==> src/rtl/i2c_rx_pkg.sv <==
package i2c_rx_pkg;

    localparam int BYTE_W = 8;
    localparam int CNT_W  = $clog2(BYTE_W + 1);

    typedef enum logic [2:0] {
        ST_IDLE,
        ST_HOLD,
        ST_LOW,
        ST_HIGH,
        ST_STOP_LO,
        ST_STOP_HI
    } rx_state_e;

    typedef struct packed {
        rx_state_e        st;
        logic [CNT_W-1:0] left;
        logic             ack_en;
        logic             in_ack;
        logic             scl_oe;
        logic             sda_oe;
        logic             irq;
    } ctrl_t;

    typedef struct packed {
        logic [2:0] len;
        logic       ack;
        logic       rx;
    } cfg_t;

    // Length code 0 selects a full byte, any other code is a literal bit count.
    function automatic logic [CNT_W-1:0] word_bits(input logic [2:0] code);
        return (code == 3'd0) ? CNT_W'(BYTE_W) : CNT_W'(code);
    endfunction

endpackage

==> src/rtl/i2c_rx_tick.sv <==
module i2c_rx_tick #(
    parameter int DIVW = 8
) (
    input  logic            clk,
    input  logic            rst_n,
    input  logic            en_i,
    input  logic [DIVW-1:0] div_i,
    output logic            tick_o
);

    localparam logic [DIVW-1:0] ONE = DIVW'(1);

    logic [DIVW-1:0] cnt_d, cnt_q;
    logic [DIVW-1:0] lim;

    always_comb begin
        lim    = (div_i == '0) ? '0 : div_i - ONE;
        tick_o = en_i && (cnt_q == lim);
        if (!en_i || tick_o) begin
            cnt_d = '0;
        end else begin
            cnt_d = cnt_q + ONE;
        end
    end

    always_ff @(posedge clk or negedge rst_n) begin
        if (!rst_n) begin
            cnt_q <= '0;
        end else begin
            cnt_q <= cnt_d;
        end
    end

endmodule

==> src/rtl/i2c_rx_shift.sv <==
module i2c_rx_shift #(
    parameter int W = 8
) (
    input  logic         clk,
    input  logic         rst_n,
    input  logic         clr_i,
    input  logic         shift_i,
    input  logic         bit_i,
    output logic [W-1:0] word_o
);

    logic [W-1:0] sh_d, sh_q;

    always_comb begin
        sh_d = sh_q;
        if (clr_i) begin
            sh_d = '0;
        end else if (shift_i) begin
            sh_d = {sh_q[W-2:0], bit_i};
        end
    end

    always_ff @(posedge clk or negedge rst_n) begin
        if (!rst_n) begin
            sh_q <= '0;
        end else begin
            sh_q <= sh_d;
        end
    end

    assign word_o = sh_q;

endmodule

==> src/rtl/i2c_rx_ctrl.sv <==
module i2c_rx_ctrl
    import i2c_rx_pkg::*;
(
    input  logic             clk,
    input  logic             rst_n,
    input  logic             tick_i,
    input  logic             start_i,
    input  logic             stop_i,
    input  logic [CNT_W-1:0] len_i,
    input  logic             ack_i,
    input  logic             scl_in_i,
    output logic             tick_en_o,
    output logic             shift_o,
    output logic             clr_o,
    output logic             scl_oe_o,
    output logic             sda_oe_o,
    output logic             irq_o,
    output logic             run_o,
    output logic             busy_o
);

    ctrl_t q, d;

    always_comb begin
        d       = q;
        d.irq   = 1'b0;
        shift_o = 1'b0;
        clr_o   = 1'b0;
        unique case (q.st)
            ST_IDLE: begin
            end
            ST_HOLD: begin
                if (start_i) begin
                    d.st     = ST_LOW;
                    d.left   = len_i;
                    d.ack_en = ack_i;
                    d.in_ack = 1'b0;
                    clr_o    = 1'b1;
                end else if (stop_i) begin
                    d.st = ST_STOP_LO;
                end
            end
            ST_LOW: begin
                if (tick_i) d.st = ST_HIGH;
            end
            ST_HIGH: begin
                if (tick_i) begin
                    if (!q.in_ack) begin
                        shift_o = 1'b1;
                        d.left  = q.left - CNT_W'(1);
                    end
                    if (!q.in_ack && q.left != CNT_W'(1)) begin
                        d.st = ST_LOW;
                    end else if (!q.in_ack && q.ack_en) begin
                        d.in_ack = 1'b1;
                        d.st     = ST_LOW;
                    end else begin
                        d.st  = ST_HOLD;
                        d.irq = 1'b1;
                    end
                end
            end
            ST_STOP_LO: begin
                if (tick_i) d.st = ST_STOP_HI;
            end
            ST_STOP_HI: begin
                if (tick_i) d.st = ST_IDLE;
            end
            default: d.st = ST_IDLE;
        endcase
        // Pin drivers are registered from the next state.
        d.scl_oe = (d.st == ST_HOLD) || (d.st == ST_LOW) || (d.st == ST_STOP_LO);
        d.sda_oe = (d.in_ack && ((d.st == ST_LOW) || (d.st == ST_HIGH)))
                 || (d.st == ST_STOP_LO) || (d.st == ST_STOP_HI);
    end

    always_ff @(posedge clk or negedge rst_n) begin
        if (!rst_n) begin
            q        <= '0;
            q.st     <= ST_HOLD;
            q.scl_oe <= 1'b1;
        end else begin
            q <= d;
        end
    end

    // High phases only count while the line is actually high (stretching).
    assign tick_en_o = (q.st == ST_LOW) || (q.st == ST_STOP_LO)
                     || (((q.st == ST_HIGH) || (q.st == ST_STOP_HI)) && scl_in_i);
    assign scl_oe_o  = q.scl_oe;
    assign sda_oe_o  = q.sda_oe;
    assign irq_o     = q.irq;
    assign run_o     = (q.st == ST_LOW) || (q.st == ST_HIGH);
    assign busy_o    = (q.st != ST_IDLE);


    ack_drive_chk: assert property (@(posedge clk) disable iff (!rst_n)
        (q.st == ST_HIGH) && q.in_ack |-> sda_oe_o);

endmodule

==> src/rtl/i2c_rx_master.sv <==
module i2c_rx_master
    import i2c_rx_pkg::*;
#(
    parameter int DIVW = 8
) (
    input  logic              clk,
    input  logic              rst_n,
    input  logic [DIVW-1:0]   half_div_i,
    input  logic              cfg_wr_i,
    input  logic [2:0]        cfg_len_i,
    input  logic              cfg_ack_i,
    input  logic              cfg_rx_i,
    input  logic              buf_rd_i,
    output logic [BYTE_W-1:0] rdata_o,
    input  logic              stop_req_i,
    output logic              run_o,
    output logic              irq_o,
    output logic              busy_o,
    output logic              scl_oe_o,
    input  logic              scl_i,
    output logic              sda_oe_o,
    input  logic              sda_i
);

    cfg_t cfg_d, cfg_q;

    always_comb begin
        cfg_d = cfg_q;
        if (cfg_wr_i) begin
            cfg_d.len = cfg_len_i;
            cfg_d.ack = cfg_ack_i;
            cfg_d.rx  = cfg_rx_i;
        end
    end

    always_ff @(posedge clk or negedge rst_n) begin
        if (!rst_n) begin
            cfg_q <= '0;
        end else begin
            cfg_q <= cfg_d;
        end
    end

    logic tick, tick_en, shift_en, shift_clr;

    i2c_rx_tick #(.DIVW(DIVW)) u_tick (
        .clk    (clk),
        .rst_n  (rst_n),
        .en_i   (tick_en),
        .div_i  (half_div_i),
        .tick_o (tick)
    );

    i2c_rx_shift #(.W(BYTE_W)) u_shift (
        .clk     (clk),
        .rst_n   (rst_n),
        .clr_i   (shift_clr),
        .shift_i (shift_en),
        .bit_i   (sda_i),
        .word_o  (rdata_o)
    );

    i2c_rx_ctrl u_ctrl (
        .clk       (clk),
        .rst_n     (rst_n),
        .tick_i    (tick),
        .start_i   (buf_rd_i && cfg_q.rx),
        .stop_i    (stop_req_i),
        .len_i     (word_bits(cfg_q.len)),
        .ack_i     (cfg_q.ack),
        .scl_in_i  (scl_i),
        .tick_en_o (tick_en),
        .shift_o   (shift_en),
        .clr_o     (shift_clr),
        .scl_oe_o  (scl_oe_o),
        .sda_oe_o  (sda_oe_o),
        .irq_o     (irq_o),
        .run_o     (run_o),
        .busy_o    (busy_o)
    );


    irq_idle_chk: assert property (@(posedge clk) disable iff (!rst_n)
        irq_o |-> !run_o && scl_oe_o);


    hold_low_chk: assert property (@(posedge clk) disable iff (!rst_n)
        busy_o && !run_o && !sda_oe_o |-> scl_oe_o);


    sda_steady_chk: assert property (@(posedge clk) disable iff (!rst_n)
        busy_o && !scl_oe_o && !$past(scl_oe_o) |-> sda_oe_o == $past(sda_oe_o));


    run_cause_chk: assert property (@(posedge clk) disable iff (!rst_n)
        $rose(run_o) |-> $past(buf_rd_i));


    stop_done_chk: assert property (@(posedge clk) disable iff (!rst_n)
        $fell(busy_o) |-> !scl_oe_o && !sda_oe_o);

endmodule

==> config.mk <==
export PLATFORM = sky130hd
export DESIGN_NAME = i2c_rx_master
export DESIGN_NICKNAME = d
export VERILOG_FILES = /design/src/rtl/i2c_rx_pkg.sv /design/src/rtl/i2c_rx_tick.sv /design/src/rtl/i2c_rx_shift.sv /design/src/rtl/i2c_rx_ctrl.sv /design/src/rtl/i2c_rx_master.sv
export SDC_FILE = /design/constraint.sdc
export NUM_CORES = 1
export LEC_CHECK = 0
export ABC_AREA = 1
export BUFFER_PORTS_ARGS = -buffer_cell sky130_fd_sc_hd__buf_2
export CORE_MARGIN = 2
export CORE_UTILIZATION = 50
export DETAILED_ROUTE_END_ITERATION = 12
export PLACE_DENSITY = 0.78
export SETUP_SLACK_MARGIN = 0.02
export SYNTH_ARGS = -nofsm -noshare
export SYNTH_HDL_FRONTEND = slang
export SYNTH_SLANG_ARGS = --single-unit
==> constraint.sdc <==
create_clock -name clk -period 3.86 [get_ports clk]
set_input_delay 0.193 -clock clk [delete_from_list [all_inputs] [get_ports clk]]
set_output_delay 0.193 -clock clk [all_outputs]
set_load 0.01 [all_outputs]
## Word level (Yosys, flattened, before mapping)

Cells that the tools add are included.

- Equality and inequality tests: 15
- Mux-type cells: 30
- Divide/modulo/power cells: 0
- $add $sub $neg: 3
- Multiply operators: 0
- Shifts and indexed selects: 0
- Bitwise operators: 0
- $lt $le $gt $ge: 0
- Reduce and logical (&&, ||, !) cells: 26

Operators with widths:

| cell | number |
|---|---|
| 2-to-1 mux 8 bit | 4 |
| one-hot mux 3 bit (6 select lines) | 1 |
| 2-to-1 mux 3 bit | 5 |
| equality test 3 x 2 -> 1 bit, second input constant | 4 |
| equality test 3 bit, second input constant | 4 |
| 2-to-1 mux 1 bit | 12 |
| logical OR 1 bit | 10 |
| adder 8 x 1 -> 8 bit, second input constant | 1 |
| equality test 8 bit | 1 |
| logical NOT 8 bit | 1 |
| 2-to-1 mux 4 bit | 2 |
| one-hot mux 4 bit (2 select lines) | 1 |
| subtractor 8 x 1 -> 8 bit, second input constant | 1 |
| 2-to-1 mux 7 bit | 1 |
| equality test 3 x 1 -> 1 bit, second input constant | 2 |
| logical AND 1 bit | 6 |
| logical NOT 3 bit | 2 |
| 2-to-1 mux 6 bit | 1 |
| 2-to-1 mux 2 bit | 2 |
| inequality test 2 bit, second input constant | 2 |
| inequality test 4 x 1 -> 1 bit, second input constant | 1 |
| AND reduction 4 bit | 1 |
| nonzero test 2 bit | 2 |
| subtractor 4 x 1 -> 4 bit, second input constant | 1 |
| other kinds (5) | 6 |

- RAM bits: 0
- Output and inout bits: 13
- Bits in read-only memories: 0
- Input port bits: 20
- Bits in registers: 33
- Word-level logic and storage cells: 86
- Memories: 0
- Bits in latches: 0

## Depth between registers and ports, before layout

- Word-level depth: 12
- Depth in mapped cells: 18
- Gate-level depth less buffers: 18

## Modules after synthesis

A second synthesis with hierarchy kept.

- Cell total of the unflattened synthesis: 295
- Area total of the unflattened synthesis: 2,138.3 um2

Modules (own cells, without submodules):

| module | cells an instance | times used | area each (um2) |
|---|---|---|---|
| i2c_rx_ctrl | 114 | 1 | 802.0 |
| i2c_rx_tick | 116 | 1 | 782.0 |
| i2c_rx_shift | 35 | 1 | 335.3 |
| i2c_rx_master | 30 | 1 | 219.0 |

## Worst setup path before layout

OpenSTA, ideal clock, no wires.

- Path type: input -> register
- From: input half_div_i[0]
- To: register u_shift.sh_q[0], in the netlist u_shift.word_o[0]
- Required time: 3.742 ns
- Arrival time: 1.871 ns
- Stages on the path: 18
- Setup slack: 1.871 ns
- Path buffers: 1
- Cells stage by stage: inv_2 -> ha_1 -> nand2_2 -> nor2_4 -> nand2_4 -> nand2_1 -> nand2_1 -> nand2_1 -> nand2_1 -> nor2_4 -> nand4_4 -> nor2_4 -> inv_2 -> o21ai_4 -> inv_2 -> buf_6 -> nand2_1 -> nand2_1

- Cells in the longest elaborated chain, start to end: 7

RTL lines:

| item | line | text |
|---|---|---|
| start, declared | i2c_rx_master.sv:8 | `input logic [DIVW-1:0] half_div_i,` |
| subtractor 8 x 1 -> 8 bit or logical NOT 8 bit (tied branches) | i2c_rx_tick.sv:17 | `lim = (div_i == '0) ? '0 : div_i - ONE;` |
| 2-to-1 mux 8 bit * | i2c_rx_tick.sv:17 |  |
| equality test 8 bit * | i2c_rx_tick.sv:18 | `tick_o = en_i && (cnt_q == lim);` |
| logical AND 1 bit * | i2c_rx_tick.sv:18 |  |
| 2-to-1 mux 1 bit * | i2c_rx_ctrl.sv:47 | `if (tick_i) begin` |
| 2-to-1 mux 1 bit * | i2c_rx_ctrl.sv:29 | `unique case (q.st)` |
| nonzero test 2 bit (no line) * | -- |  |
| end signal, assigned | i2c_rx_shift.sv:25 | `sh_q <= '0;` |
| end signal, assigned | i2c_rx_shift.sv:27 | `sh_q <= sh_d;` |
| end, declared | i2c_rx_shift.sv:12 | `logic [W-1:0] sh_d, sh_q;` |

Mark *: on every way between the ends. The rest lies on a longest branch, timed or not.
A chain may end at the register's enable or synchronous reset.

## Worst setup path after layout

- From: register u_ctrl.q[9] (netlist bit)
- To: register u_shift.sh_q[4], in the netlist u_shift.word_o[4]

- Cells in the longest elaborated chain, start to end: 8

RTL lines:

| item | line | text |
|---|---|---|
| start, declared | i2c_rx_ctrl.sv:22 | `ctrl_t q, d;` |
| equality test 3 x 2 -> 1 bit or equality test 3 bit (tied branches) | i2c_rx_ctrl.sv:29, i2c_rx_ctrl.sv:89 |  |
| logical OR 1 bit | i2c_rx_ctrl.sv:89 | `\|\| (((q.st == ST_HIGH) \|\| (q.st == ST_STOP_HI)) && scl_in_i);` |
| logical AND 1 bit | i2c_rx_ctrl.sv:89 |  |
| logical OR 1 bit | i2c_rx_ctrl.sv:89 |  |
| logical AND 1 bit | i2c_rx_tick.sv:18 |  |
| 2-to-1 mux 1 bit | i2c_rx_ctrl.sv:47 |  |
| 2-to-1 mux 1 bit | i2c_rx_ctrl.sv:29 |  |
| nonzero test 2 bit (no line) | -- |  |

Several ways; a longest one is shown, not always the timed one.

==> flow_summary.yaml <==
logic_synthesis:
  synth-edff-count: 0
  syn_nets: 299
  syn_area_um2: 2000
  postSynthAreaPerCell_um2: 7.29
  synthTopCellsByCount: "nand2_1, dfrtp_1, inv_1"
  yosysTopAreaCell: "dfrtp_1"
  ys_seq_elements: 33
  synth_cell_types: 29
  synth.most_common_cell: "nand2_1"
  yosys-top-cells-area: "dfrtp_1, nand2_1, nand3_1"
  ys.flop_type: "dfrtp_1"
  yosysTopAreaCellShare_pct: 38.7
  yosysSeqAreaShare_pct: 41.3
  ys_warn_count: 0
  synthArstFlopShare_pct: 100
  syn_inst: 275
pwr:
  comb_power_share_pct: 30.3
  finalPower_uw: 1120
  p_seq_share_pct: 39.7
  switching_share_pct: 34.2
  p_per_area_nw_per_um2: 478
  p_clk_share_pct: 30.0
  p_int_uw: 736
  ir_drop_mv: 0.267
  p_leak_uw: 0.00124
  net-switching-power_uw: 382
flow_run:
  drv_cap: 0
critical_path:
  end_kind: "register"
  worstPathRequired_ns: 4.09
  worstSetupPathType: "reg -> reg"
  worstPathMaxFanout: 8
  reg2reg_depth: 10
  crit_arrival_ns: 2.38
  start_kind: "register"
cells_and_area:
  fin_cells: 364
  num-nets-final: 337
  final_layout_size_suffix_gt1_share_pct: 19.7
  antenna_cells: 0
  num-fill-cells: 387
  area_growth_pct: 16.7
  utilization_pct: 59.8
clock_network:
  clkTransAtPathRegs_ns: 0.07
  cts_hold_buf: 1
  cts_resized: 0
  clock_latency_ns: 0.29
  htree_levels: 2
  clkSinkCount: 33
  cts_setup_buffers: 0
  tritoncts: "done"
  numCtsBuffers: 5
  clockBufferDepth: 2
  cts_root_buffer: "clkbuf_8"
global_routing:
  grt_max_degree: 34
  grt_overflow_total: 0
  grtUsageTotal_pct: 20.9
  antenna_found_initial: 0
  grt_pass1_vias: 1732
  grt_pass1_wl_mm: 7.16
worst_hold_path:
  holdCritPathClass: "in -> reg"
  holdPathStages: 3
floorplanning:
  die_h_um: 67.3
  die_w_um: 67.3
  start_util_pct: 51.2
  num_rows: 23
  ios: 33
  die-area_um2: 4530
  fp.coreArea_um2: 3910
placed_design:
  dp_hpwl_mm: 3.19
  place_congestion: 0.900
  placed_cells: 355
  portBuffers: 32
sta:
  tightest_slew_ns: 0.724
  setup_violations: 0
  hold_viol_final: 0
  period_share_pct: 55.7
  whs_ns: 0.128
  finClkSkew_ns: 0.0106
  max_slew_margin_pct: 51.8
  fmax_ghz: 0.465
  slew_violations: 0
  fin_tns_setup_ns: 0
  period_needed_ns: 2.15
  rsz0062_at_grt: "no"
route:
  vias_per_cell: 5.05
  postRouteWirelength_mm: 4.19
  first_iter_violations: 87
  drtPass1Iterations: 4
  drc_errors: 0
  final_antenna_net_count: 0
  via_count: 1840
  wl_per_cell_um: 11.5
status:
  status: "finished clean"
==> flip-flops by register name, summed over array words and instances, names as in the netlist <==
| name | flops |
|---|---|
| u_ctrl.q | 9 |
| u_ctrl.irq_o | 1 |
| cfg_q | 5 |
| u_shift.word_o | 8 |
| u_ctrl.sda_oe_o | 1 |
| u_ctrl.scl_oe_o | 1 |
| u_tick.cnt_q | 8 |
==> area by class of cell <==
type                       count  area (um2)  area share, %
timing repair buffer          33         170           7.28
inverter                      38         143           6.10
sequential                    33         828           35.4
multi-input combinational    202        1020           43.6
clock inverter                 1        30.0           1.28
tap                           50        62.6           2.68
clock buffer                   7        86.3           3.69
==> power groups by stage <==
stage,combinational (uW),clock (uW),sequential (uW)
6_report,338,336,444
5_1_grt,394,356,452
4_1_cts,340,343,444
3_5_place_dp,335,0,451
3_3_place_gp,328,0,449
2_1_floorplan,245,0,447
==> layer usage <==
metal	part of all wire [%]	GRT usage, %
met4	2.1	11.0
met2	52	36.4
met1	43	24.5
met5	0	0
met3	3.3	3.83
==> critical path: stages, from the launching register on <==
cell and delay (ns):
dfstp_2 0.54, inv_2 0.06, nor3_1 0.32, o21ai_0 0.15
nand2_1 0.19, nand4_4 0.15, nor2_4 0.11, inv_2 0.07
nor2_2 0.28, nand3_1 0.12, nand2_1 0.09
==> metrics by stage <==
step | worst slack, ns | cell area [um2]
4_1_cts | 1.68 | 2340
3_3_place_gp | 1.69 | 2210
6_report | 1.71 | 2340
2_1_floorplan | 1.87 | 2000
3_5_place_dp | 1.60 | 2210
5_1_grt | 1.41 | 2340
==> layout by cell type (no fill, tap or decap), drive strengths merged, types with 2 or more instances in the layout <==
cell and count:
nor3b 3, xor2 3, nand4 5, ha 4, dfrtp 31, nor3 6, buf 32, dfstp 2
o21ai 15, inv 36, mux2 2, nor2 35, a21oi 4, xnor2 2, nand2 91, clkbuf 7
nand3 29, clkinv 2
==> kinds of logic (layout without fill, tap and decap cells) <==
logic type | count (synthesis) | in the layout | synth area share [%]
buffers and inverters | 40 | 79 | 7.87
DFF | 33 | 33 | 41.3
and+or+nand+nor | 171 | 171 | 39.3
AOI/OAI and AO/OA | 20 | 20 | 5.68
muxes | 2 | 2 | 1.12
adders and majority gates | 4 | 4 | 2.50
xor gates and xnor gates | 5 | 5 | 2.19
==> worst paths after layout <==
kind / startpoint / to / slack [ns]
setup / recovery: u_ctrl.q[9] / u_shift.word_o[4] / 1.71
hold / removal: cfg_len_i[1] / cfg_q[3] / 0.13
setup reg to reg: u_ctrl.q[9] / u_shift.word_o[4] / 1.71
hold reg to reg: u_tick.cnt_q[0] / u_tick.cnt_q[0] / 0.50
max in group asynchronous: rst_n / cfg_q[2] / 2.87
min in group asynchronous: rst_n / u_ctrl.q[10] / 0.51
No activity file was read; power rests on OpenSTA's default activity.
